### src/rtl/pkt_jitter_buffer_pkg.sv
package pkt_jitter_buffer_pkg;

  // Source of the next output byte
  typedef enum logic [1:0] {
    SRC_DATA = 2'd0,
    SRC_COND = 2'd1,
    SRC_LAST = 2'd2
  } outSrc_e;

  // Strobes from control to datapath
  typedef struct packed {
    logic    wrEn;   // store payload into wrSlot, mark valid
    logic    clrEn;  // head slot fully played, mark empty
    logic    outEn;  // register one output byte
    outSrc_e outSrc;
  } stb_t;

endpackage

### src/rtl/pkt_jitter_buffer_data.sv
module pkt_jitter_buffer_data
  import pkt_jitter_buffer_pkg::*;
#(
  parameter int SLOTS     = 16,
  parameter int PAY_BYTES = 8,
  localparam int SLOT_W   = (SLOTS > 1) ? $clog2(SLOTS) : 1,
  localparam int BYTE_W   = (PAY_BYTES > 1) ? $clog2(PAY_BYTES) : 1
) (
  input  logic                   clk,
  input  logic                   rstN,
  input  stb_t                   stb,
  input  logic [SLOT_W-1:0]      wrSlot,
  input  logic [PAY_BYTES*8-1:0] wrWord,
  input  logic [SLOT_W-1:0]      playSlot,
  input  logic [BYTE_W-1:0]      byteSel,
  input  logic [7:0]             condByte,
  output logic                   wrSlotValid,
  output logic                   playSlotValid,
  output logic                   outValid,
  output logic [7:0]             outByte
);

  logic [PAY_BYTES*8-1:0] mem [SLOTS];
  logic [SLOTS-1:0]       slotValid;
  logic [7:0]             headByte;
  logic [7:0]             lastByte;

  always_ff @(posedge clk) begin
    if (stb.wrEn) mem[wrSlot] <= wrWord;
  end

  // One occupancy flag per slot
  generate
    for (genvar g = 0; g < SLOTS; g++) begin : g_slot
      always_ff @(posedge clk or negedge rstN) begin
        if (!rstN) begin
          slotValid[g] <= 1'b0;
        end else if (stb.wrEn && wrSlot == SLOT_W'(g)) begin
          slotValid[g] <= 1'b1;
        end else if (stb.clrEn && playSlot == SLOT_W'(g)) begin
          slotValid[g] <= 1'b0;
        end
      end
    end
  endgenerate

  assign wrSlotValid   = slotValid[wrSlot];
  assign playSlotValid = slotValid[playSlot];
  assign headByte      = mem[playSlot][{byteSel, 3'b000} +: 8];

  always_ff @(posedge clk or negedge rstN) begin
    if (!rstN) begin
      outValid <= 1'b0;
      outByte  <= 8'h00;
      lastByte <= 8'h00;
    end else begin
      outValid <= stb.outEn;
      if (stb.outEn) begin
        unique case (stb.outSrc)
          SRC_DATA: begin
            outByte  <= headByte;
            lastByte <= headByte;
          end
          SRC_LAST: outByte <= lastByte;
          default:  outByte <= condByte;
        endcase
      end
    end
  end

endmodule

### src/rtl/pkt_jitter_buffer_ctrl.sv
module pkt_jitter_buffer_ctrl
  import pkt_jitter_buffer_pkg::*;
#(
  parameter int SLOTS     = 16,
  parameter int PAY_BYTES = 8,
  parameter int SEQ_W     = 16,
  parameter int CNT_W     = 16,
  localparam int SLOT_W   = (SLOTS > 1) ? $clog2(SLOTS) : 1,
  localparam int BYTE_W   = (PAY_BYTES > 1) ? $clog2(PAY_BYTES) : 1,
  localparam int DEPTH_W  = $clog2(SLOTS + 1),
  localparam int LEN_W    = $clog2(PAY_BYTES + 1)
) (
  input  logic               clk,
  input  logic               rstN,
  input  logic [DEPTH_W-1:0] cfgDepth,
  input  logic [LEN_W-1:0]   cfgPayLen,
  input  logic               cfgRepeat,
  input  logic               wrValid,
  input  logic [SEQ_W-1:0]   wrSeq,
  input  logic               playTick,
  input  logic               wrSlotValid,
  input  logic               playSlotValid,
  output stb_t               stb,
  output logic [SLOT_W-1:0]  wrSlot,
  output logic [SLOT_W-1:0]  playSlot,
  output logic [BYTE_W-1:0]  byteSel,
  output logic               playing,
  output logic [DEPTH_W-1:0] fillCnt,
  output logic [CNT_W-1:0]   cntLost,
  output logic [CNT_W-1:0]   cntLate,
  output logic [CNT_W-1:0]   cntDup,
  output logic [CNT_W-1:0]   cntUnder
);

  logic [SEQ_W-1:0]   nextSeq;
  logic               anchored;
  logic               curMiss;
  logic [BYTE_W-1:0]  byteIdx;

  logic [SEQ_W-1:0]   baseSeq, seqDiff;
  logic [DEPTH_W-1:0] halfDepth, startLvl;
  logic inWindow, locked, hitsHead, acceptable;
  logic doWrite, isDup, isLate;
  logic atHead, missing, underrun, stepping, lastHit, finishing, lostEvt;

  // Arrival side: modulo window against the playout point
  always_comb begin
    baseSeq    = anchored ? nextSeq : wrSeq;
    seqDiff    = wrSeq - baseSeq;
    inWindow   = seqDiff < SEQ_W'(cfgDepth);
    locked     = playing && ((byteIdx != '0) || playTick);
    hitsHead   = anchored && locked && (seqDiff == '0);
    acceptable = inWindow && !hitsHead;
    doWrite    = wrValid && acceptable && !wrSlotValid;
    isDup      = wrValid && acceptable && wrSlotValid;
    isLate     = wrValid && !acceptable;
  end

  // Playout side
  always_comb begin
    halfDepth = cfgDepth >> 1;
    startLvl  = (halfDepth == '0) ? DEPTH_W'(1) : halfDepth;
    atHead    = (byteIdx == '0);
    missing   = atHead ? !playSlotValid : curMiss;
    underrun  = playing && playTick && atHead && !playSlotValid && (fillCnt == '0);
    stepping  = playing && playTick && !underrun;
    lastHit   = (LEN_W'(byteIdx) == cfgPayLen - LEN_W'(1));
    finishing = stepping && lastHit;
    lostEvt   = stepping && atHead && !playSlotValid;

    stb.wrEn  = doWrite;
    stb.clrEn = finishing && !missing;
    stb.outEn = playTick;
    if (!playing || underrun) stb.outSrc = SRC_COND;
    else if (missing)         stb.outSrc = cfgRepeat ? SRC_LAST : SRC_COND;
    else                      stb.outSrc = SRC_DATA;
  end

  assign wrSlot   = wrSeq[SLOT_W-1:0];
  assign playSlot = nextSeq[SLOT_W-1:0];
  assign byteSel  = byteIdx;

  always_ff @(posedge clk or negedge rstN) begin
    if (!rstN) begin
      nextSeq  <= '0;
      anchored <= 1'b0;
      playing  <= 1'b0;
      curMiss  <= 1'b0;
      byteIdx  <= '0;
      fillCnt  <= '0;
    end else begin
      if (doWrite && !anchored) begin
        anchored <= 1'b1;
        nextSeq  <= wrSeq;
      end
      fillCnt <= fillCnt + DEPTH_W'(doWrite) - DEPTH_W'(stb.clrEn);
      if (stepping) begin
        if (atHead) curMiss <= !playSlotValid;
        if (finishing) begin
          byteIdx <= '0;
          nextSeq <= nextSeq + SEQ_W'(1);
        end else begin
          byteIdx <= byteIdx + BYTE_W'(1);
        end
      end
      if (underrun) playing <= 1'b0;
      else if (!playing && fillCnt != '0 && fillCnt >= startLvl) playing <= 1'b1;
    end
  end

  always_ff @(posedge clk or negedge rstN) begin
    if (!rstN) begin
      cntLost  <= '0;
      cntLate  <= '0;
      cntDup   <= '0;
      cntUnder <= '0;
    end else begin
      if (lostEvt)  cntLost  <= cntLost  + CNT_W'(1);
      if (isLate)   cntLate  <= cntLate  + CNT_W'(1);
      if (isDup)    cntDup   <= cntDup   + CNT_W'(1);
      if (underrun) cntUnder <= cntUnder + CNT_W'(1);
    end
  end

endmodule

### src/rtl/pkt_jitter_buffer.sv
module pkt_jitter_buffer
  import pkt_jitter_buffer_pkg::*;
#(
  parameter int SLOTS     = 16,
  parameter int PAY_BYTES = 8,
  parameter int CNT_W     = 16,
  localparam int SEQ_W    = 16,
  localparam int SLOT_W   = (SLOTS > 1) ? $clog2(SLOTS) : 1,
  localparam int BYTE_W   = (PAY_BYTES > 1) ? $clog2(PAY_BYTES) : 1,
  localparam int DEPTH_W  = $clog2(SLOTS + 1),
  localparam int LEN_W    = $clog2(PAY_BYTES + 1)
) (
  input  logic                   clk,
  input  logic                   rstN,
  input  logic [DEPTH_W-1:0]     cfgDepth,
  input  logic [LEN_W-1:0]       cfgPayLen,
  input  logic                   cfgRepeat,
  input  logic [7:0]             cfgCondByte,
  input  logic                   wrValid,
  input  logic [SEQ_W-1:0]       wrSeq,
  input  logic [PAY_BYTES*8-1:0] wrPayload,
  input  logic                   playTick,
  output logic                   outValid,
  output logic [7:0]             outByte,
  output logic [CNT_W-1:0]       cntLost,
  output logic [CNT_W-1:0]       cntLate,
  output logic [CNT_W-1:0]       cntDup,
  output logic [CNT_W-1:0]       cntUnder
);

  stb_t               stb;
  logic [SLOT_W-1:0]  wrSlot, playSlot;
  logic [BYTE_W-1:0]  byteSel;
  logic               wrSlotValid, playSlotValid;
  logic               playing;
  logic [DEPTH_W-1:0] fillCnt;

  pkt_jitter_buffer_ctrl #(
    .SLOTS(SLOTS), .PAY_BYTES(PAY_BYTES), .SEQ_W(SEQ_W), .CNT_W(CNT_W)
  ) u_ctrl (
    .clk(clk), .rstN(rstN),
    .cfgDepth(cfgDepth), .cfgPayLen(cfgPayLen), .cfgRepeat(cfgRepeat),
    .wrValid(wrValid), .wrSeq(wrSeq), .playTick(playTick),
    .wrSlotValid(wrSlotValid), .playSlotValid(playSlotValid),
    .stb(stb), .wrSlot(wrSlot), .playSlot(playSlot), .byteSel(byteSel),
    .playing(playing), .fillCnt(fillCnt),
    .cntLost(cntLost), .cntLate(cntLate), .cntDup(cntDup), .cntUnder(cntUnder)
  );

  pkt_jitter_buffer_data #(
    .SLOTS(SLOTS), .PAY_BYTES(PAY_BYTES)
  ) u_data (
    .clk(clk), .rstN(rstN), .stb(stb),
    .wrSlot(wrSlot), .wrWord(wrPayload),
    .playSlot(playSlot), .byteSel(byteSel), .condByte(cfgCondByte),
    .wrSlotValid(wrSlotValid), .playSlotValid(playSlotValid),
    .outValid(outValid), .outByte(outByte)
  );

endmodule

### config.mk
export PLATFORM = sky130hd
export DESIGN_NAME = pkt_jitter_buffer
export DESIGN_NICKNAME = d
export VERILOG_FILES = /design/src/rtl/pkt_jitter_buffer_pkg.sv /design/src/rtl/pkt_jitter_buffer_data.sv /design/src/rtl/pkt_jitter_buffer_ctrl.sv /design/src/rtl/pkt_jitter_buffer.sv
export SDC_FILE = /design/constraint.sdc
export NUM_CORES = 1
export LEC_CHECK = 0
export BUFFER_PORTS_ARGS = -buffer_cell sky130_fd_sc_hd__buf_2
export CORE_ASPECT_RATIO = 1.2
export CORE_MARGIN = 3
export CORE_UTILIZATION = 50
export DETAILED_ROUTE_END_ITERATION = 6
export PLACE_DENSITY = 0.79
export REMOVE_ABC_BUFFERS = 1
export SLEW_MARGIN = 30
export SYNTH_ARGS = -nofsm -noshare
export SYNTH_HDL_FRONTEND = slang
export SYNTH_HIERARCHICAL = 1
export SYNTH_SLANG_ARGS = --single-unit
### constraint.sdc
create_clock -name clk -period 17.9 [get_ports clk]
set_clock_uncertainty 0.2 [all_clocks]
set_input_delay 1.79 -clock clk [delete_from_list [all_inputs] [get_ports clk]]
set_output_delay 1.79 -clock clk [all_outputs]
set_load 0.05 [all_outputs]
==> results.txt <==
----------------------------------------------------
[Clock network]
  Buffers inserted by post-CTS timing repair ... 0
  H-tree levels ... 3
  Clock latency on the worst-skew pair ... 680 ps
  Bufs on Longest Clock Path ... 3
  Post_cts resized ... 0
  Clock buffers created by TritonCTS ... between 100 and 150
  Cell chosen for the clock root ... sky130_fd_sc_hd__clkbuf_16
  Number of clock sinks ... approximately 1,100
  Clk slew on worst S/H paths ... 70 ps
  # hold bufs at CTS ... 0
  TritonCTS clock tree ... built

[Final layout]
  Net total in the final layout ... 2,823
  Non-filler instance count after layout ... 4,015
  P&R area growth vs syn ... 11.7%
  Final instance area ... ~52,000 um^2
  Ratio of cells with drive above 1 in the final layout ... 23.6%
  Fill count ... 6,691

[Worst setup path]
  Worst reg2reg path depth ... 18
  Cells along the critical path ... buf_2 > inv_1 > o21ai_0 > ha_1 > inv_1 > fa_1 > a21o_1 > a21oi_1 > xnor2_1 > ha_1 > o21bai_1 > nor4_2 > o2111ai_1 > or4_4 > nor4_4 > and2_4 > nand2_1 > nor2_1 > nand3b_1 > nor3_2 > buf_4 > buf_4
  CP Launch Type ... input port
  Worst path depth ... 22
  Kind of end point of the critical path ... register
  Top fanout value on the critical path ... 46
  Slowest Stage Delay on Critical Path ... 790 ps
  Kind of cell adding the most delay to the critical path ... simple AND/OR/NAND/NOR gates
  Required arrival time at the worst endpoint ... 17,990 ps
  CP max-delay cell ... sky130_fd_sc_hd__buf_4
  Crit path DAT ... approximately 7800 ps
  Buf+Inv Stages, Crit Path ... 5
  Category of the most critical setup path ... input port to register
  Critical path launch point ... wrSeq[0]
  Reg2Reg Launch Point ... u_ctrl/nextSeq[1]$_DFF_PN0_

[Power and ir drop]
  Combinational power share ... 24.3%
  Sw Pwr ... around 2.1 mW
  Static Leak ... 17.5 nW
  Total power draw ... between 7 and 8 mW
  Clock network power share ... between 30% and 40%
  Internal Dissipation ... 4.98 mW
  Share of total power consumed by net switching ... around 30%
  Sequential Power Share ... 43.6%
  PD cells ... 136 nW/um^2
  Worst ir drop on vdd ... roughly 0.12 mV

[Routing]
  Routed len/inst ... 27.8 um
  Aggregate routed wire length ... ~110,000 um
  Vias per cell ... ~6.3
  Violation count after the first detailed-routing iteration ... 2,617
  Drt first pass iters ... 5
  Vias ... 25,488
  DRC ... 0
  Post-route ant nets ... 0

[Synth]
  EDFF count, synth ... a little over 1,000
  Adder-cell share of the synthesized area ... under 10%
  Number of register bits inferred by synthesis ... 1,148
  Post-synthesis share of cell area spent on and, or, nand and nor gates ... 4.04%
  Cell area after synthesis ... 47,000 um^2
  Share of cell area taken by muxes after synthesis ... about 14%
  Per-instance average area after synthesis ... 18.8 um^2
  Area fraction in compound gates after synthesis ... 5.53%
  Fraction of post-synthesis cell area in the top cell type by area ... 65.4%
  Post-synthesis share of cell area spent on xor and xnor gates ... 1.36%
  Synthesized instance count ... roughly 2,500
  Yosys Warn Count ... 6
  Netlist cell types ... 92
  Top FF cell, synth ... sky130_fd_sc_hd__edfxtp_1
  Sequential area share after synthesis ... between 70% and 80%
  Largest cells by area after synthesis ... sky130_fd_sc_hd__edfxtp_1 65%, sky130_fd_sc_hd__mux4_2 9.4%, sky130_fd_sc_hd__dfrtp_1 6.6%
  Largest family of logic cells by synthesized area ... multiplexers
  Share of synthesized registers carrying an async set or reset ... 10.8%
  Yosys top cell by area ... sky130_fd_sc_hd__edfxtp_1

[Worst hold path]
  Depth of the worst hold-timing path ... 1
  Worst Hold Class ... register to register
  Hold wc startpoint ... u_ctrl/cntLate[15]$_DFFE_PN0P_

[Place]
  Buffers added on ports ... between 150 and 200
  Dpl ws ... 9650 ps
  Placed Area ... 48,900 um^2
  Final estimated routing congestion in global placement ... between 0.8 and 0.9
  Placed Instances ... 3,814
  HPWL Detailed ... 63,500 um

[Timing]
  RSZ-0062 raised after global routing ... no
  Slew margin rel. ... 24.3%
  Max frequency ... ~130 MHz
  Number of pins with negative max-slew slack in the final report ... 0
  Transition at the pin with the smallest max-transition slack ... 1130 ps
  Time the final worst path needs with I/O delays and setup ... 7680 ps
  Final setup violation count ... 0
  Final hold violation count ... 0
  Worst setup slack after layout ... roughly 10,000 ps
  Tcrit/Tclk final ... roughly 43%
  Post-Route Setup TNS ... 0 ps

[GRT]
  Via count of the first global-routing pass ... 26,314
  Antenna violations before repair ... 13
  First-pass GRT wire length ... 167,000 um
  Total routing usage reported by global routing ... 22.8%
  Pin count of the biggest net entering global routing ... 116
  Remaining Overflow, GRT ... 0

[Die]
  Width of the die ... 286 um
  Number of top-level pins ... 175
  Area of the core region ... a little over 90,000 um^2
  Die area ... 97,700 um^2
  Number of standard-cell rows in the floorplan ... 122
  Die boundary height ... around 340 um
  Starting utilization of the core area ... 50.7%

[Status]
  Status ... finished clean

[Job]
  # Max-Cap Violations ... 0

----------------------------------------------------
-- stage by stage --
stage                     hold slack, ps  util (%)
after detailed placement             254      52.8
final                                263      56.6
after CTS                            266      56.6
after floorplan                      248         -
after global placement               258      52.7
after global routing                 273      56.6
-- cell families (layout without fill, tap and decap cells) --
logic type / Yosys count / after routing
compound gates: 353 / 353
xor+xnor: 73 / 73
fa+ha+maj: 40 / 40
buf+inv: 168 / 434
flops: 1148 / 1148
mux: 367 / 367
other cells: 0 / 8
simple gates: 352 / 352
-- power by group through the flow --
| stage | clock network [mW] | logic (mW) | registers [mW] |
|---|---|---|---|
| 6_report | 2.28 | 1.73 | 3.10 |
| 5_1_grt | 2.42 | 1.82 | 3.12 |
| 4_1_cts | 2.32 | 1.72 | 3.10 |
| 3_5_place_dp | 0 | 1.70 | 3.16 |
| 3_3_place_gp | 0 | 1.65 | 3.15 |
| 2_1_floorplan | 0 | 1.28 | 3.35 |
-- flip-flops by register name (all words and copies together) (netlist names), 3 cells and up --
name              flops
u_data/lastByte       8
u_ctrl/cntUnder      16
u_ctrl/cntLate       16
u_ctrl/fillCnt        5
u_ctrl/cntLost       16
u_ctrl/cntDup        16
u_data/outByte        8
u_data/slotValid     16
u_data/mem         1024
u_ctrl/nextSeq       16
u_ctrl/byteSel        3
-- layer usage --
layer	vias to the layer above	wire, um	global-route usage, %
met1	13115	40600	29.5
met4	4	4390	8.52
li1	10608	-	-
met5	-	21	0
met2	1479	55400	38.0
met3	282	11100	4.92
-- Yosys cell counts, types with 8 or more instances --
cell                       instances
sky130_fd_sc_hd__o221ai_1         43
sky130_fd_sc_hd__o31ai_1          11
sky130_fd_sc_hd__and3_1           22
sky130_fd_sc_hd__mux2_2           19
sky130_fd_sc_hd__dfrtp_1         124
sky130_fd_sc_hd__buf_2            24
sky130_fd_sc_hd__o21ai_1           8
sky130_fd_sc_hd__a22o_1           22
sky130_fd_sc_hd__nand4_1          23
sky130_fd_sc_hd__a221oi_1         11
sky130_fd_sc_hd__nand2_1          88
sky130_fd_sc_hd__edfxtp_1       1024
sky130_fd_sc_hd__nor2b_1          12
sky130_fd_sc_hd__inv_1            26
sky130_fd_sc_hd__a22oi_1          31
sky130_fd_sc_hd__o21ai_0          56
sky130_fd_sc_hd__buf_4            40
sky130_fd_sc_hd__a211oi_1         18
sky130_fd_sc_hd__mux4_2          197
sky130_fd_sc_hd__and2_1           11
sky130_fd_sc_hd__a21o_1           13
sky130_fd_sc_hd__a211o_1           8
sky130_fd_sc_hd__mux4_1           13
sky130_fd_sc_hd__nor3_1           17
sky130_fd_sc_hd__nand3_1          37
sky130_fd_sc_hd__xor2_1           29
sky130_fd_sc_hd__mux2i_1         138
sky130_fd_sc_hd__o211ai_1         10
sky130_fd_sc_hd__ha_1             38
sky130_fd_sc_hd__buf_6            24
sky130_fd_sc_hd__o22ai_1          15
sky130_fd_sc_hd__nor2_1           67
sky130_fd_sc_hd__a21oi_1          41
sky130_fd_sc_hd__clkbuf_1         33
sky130_fd_sc_hd__xnor2_1          44
sky130_fd_sc_hd__nand2b_1         17
-- worst reg2reg max path, cell delays in order (launching register included) --
cell                        delay (ps)
sky130_fd_sc_hd__dfrtp_4          1030
sky130_fd_sc_hd__mux2i_1           320
sky130_fd_sc_hd__fa_1              520
sky130_fd_sc_hd__a21o_1            210
sky130_fd_sc_hd__a21oi_1           170
sky130_fd_sc_hd__xnor2_1           120
sky130_fd_sc_hd__ha_1              190
sky130_fd_sc_hd__o21bai_1          160
sky130_fd_sc_hd__nor4_2            140
sky130_fd_sc_hd__o2111ai_1         130
sky130_fd_sc_hd__or4_4             450
sky130_fd_sc_hd__nor4_4            480
sky130_fd_sc_hd__and2_4            480
sky130_fd_sc_hd__nand2_1           140
sky130_fd_sc_hd__nor2_1            260
sky130_fd_sc_hd__nand3b_1          390
sky130_fd_sc_hd__nor3_2            220
sky130_fd_sc_hd__buf_4             370
sky130_fd_sc_hd__buf_4             800
-- path summary, 6_finish.rpt --
kind                       slack, ps                             end
max reg2reg                    10690     u_data/mem[2][43]$_DFFE_PP_
min in group asynchronous        870  u_ctrl/cntLate[13]$_DFFE_PN0P_
max in group asynchronous      15490     u_ctrl/nextSeq[2]$_DFF_PN0_
min                              260  u_ctrl/cntLate[15]$_DFFE_PN0P_
max                            10220     u_data/mem[2][43]$_DFFE_PP_
min reg2reg                      260  u_ctrl/cntLate[15]$_DFFE_PN0P_
-- cells in the final DEF (no fill, tap or decap), types with 26 or more instances in the layout --
| cell type | count |
|---|---|
| sky130_fd_sc_hd__buf_4 | 26 |
| sky130_fd_sc_hd__mux4_2 | 197 |
| sky130_fd_sc_hd__mux2i_1 | 138 |
| sky130_fd_sc_hd__o221ai_1 | 43 |
| sky130_fd_sc_hd__buf_2 | 173 |
| sky130_fd_sc_hd__a21oi_1 | 41 |
| sky130_fd_sc_hd__nor2_1 | 54 |
| sky130_fd_sc_hd__xnor2_1 | 44 |
| sky130_fd_sc_hd__clkbuf_16 | 106 |
| sky130_fd_sc_hd__ha_1 | 38 |
| sky130_fd_sc_hd__xor2_1 | 29 |
| sky130_fd_sc_hd__o21ai_0 | 56 |
| sky130_fd_sc_hd__nand2_1 | 88 |
| sky130_fd_sc_hd__nand3_1 | 37 |
| sky130_fd_sc_hd__inv_1 | 26 |
| sky130_fd_sc_hd__a22oi_1 | 31 |
| sky130_fd_sc_hd__edfxtp_1 | 1024 |
| sky130_fd_sc_hd__dfrtp_1 | 119 |
-- cell type report --
class                      instances  area [um^2]  area share, %
clock inverter                    66          744           1.42
antenna                            8         20.0         0.0381
multi-input combinational       1185        12200           23.2
sequential                      1148        33900           64.5
inverter                          26         97.6          0.186
timing repair buffer             215         1270           2.43
tap                             1240         1550           2.96
clock buffer                     127         2770           5.28
Power figures use the tool's default switching activity.
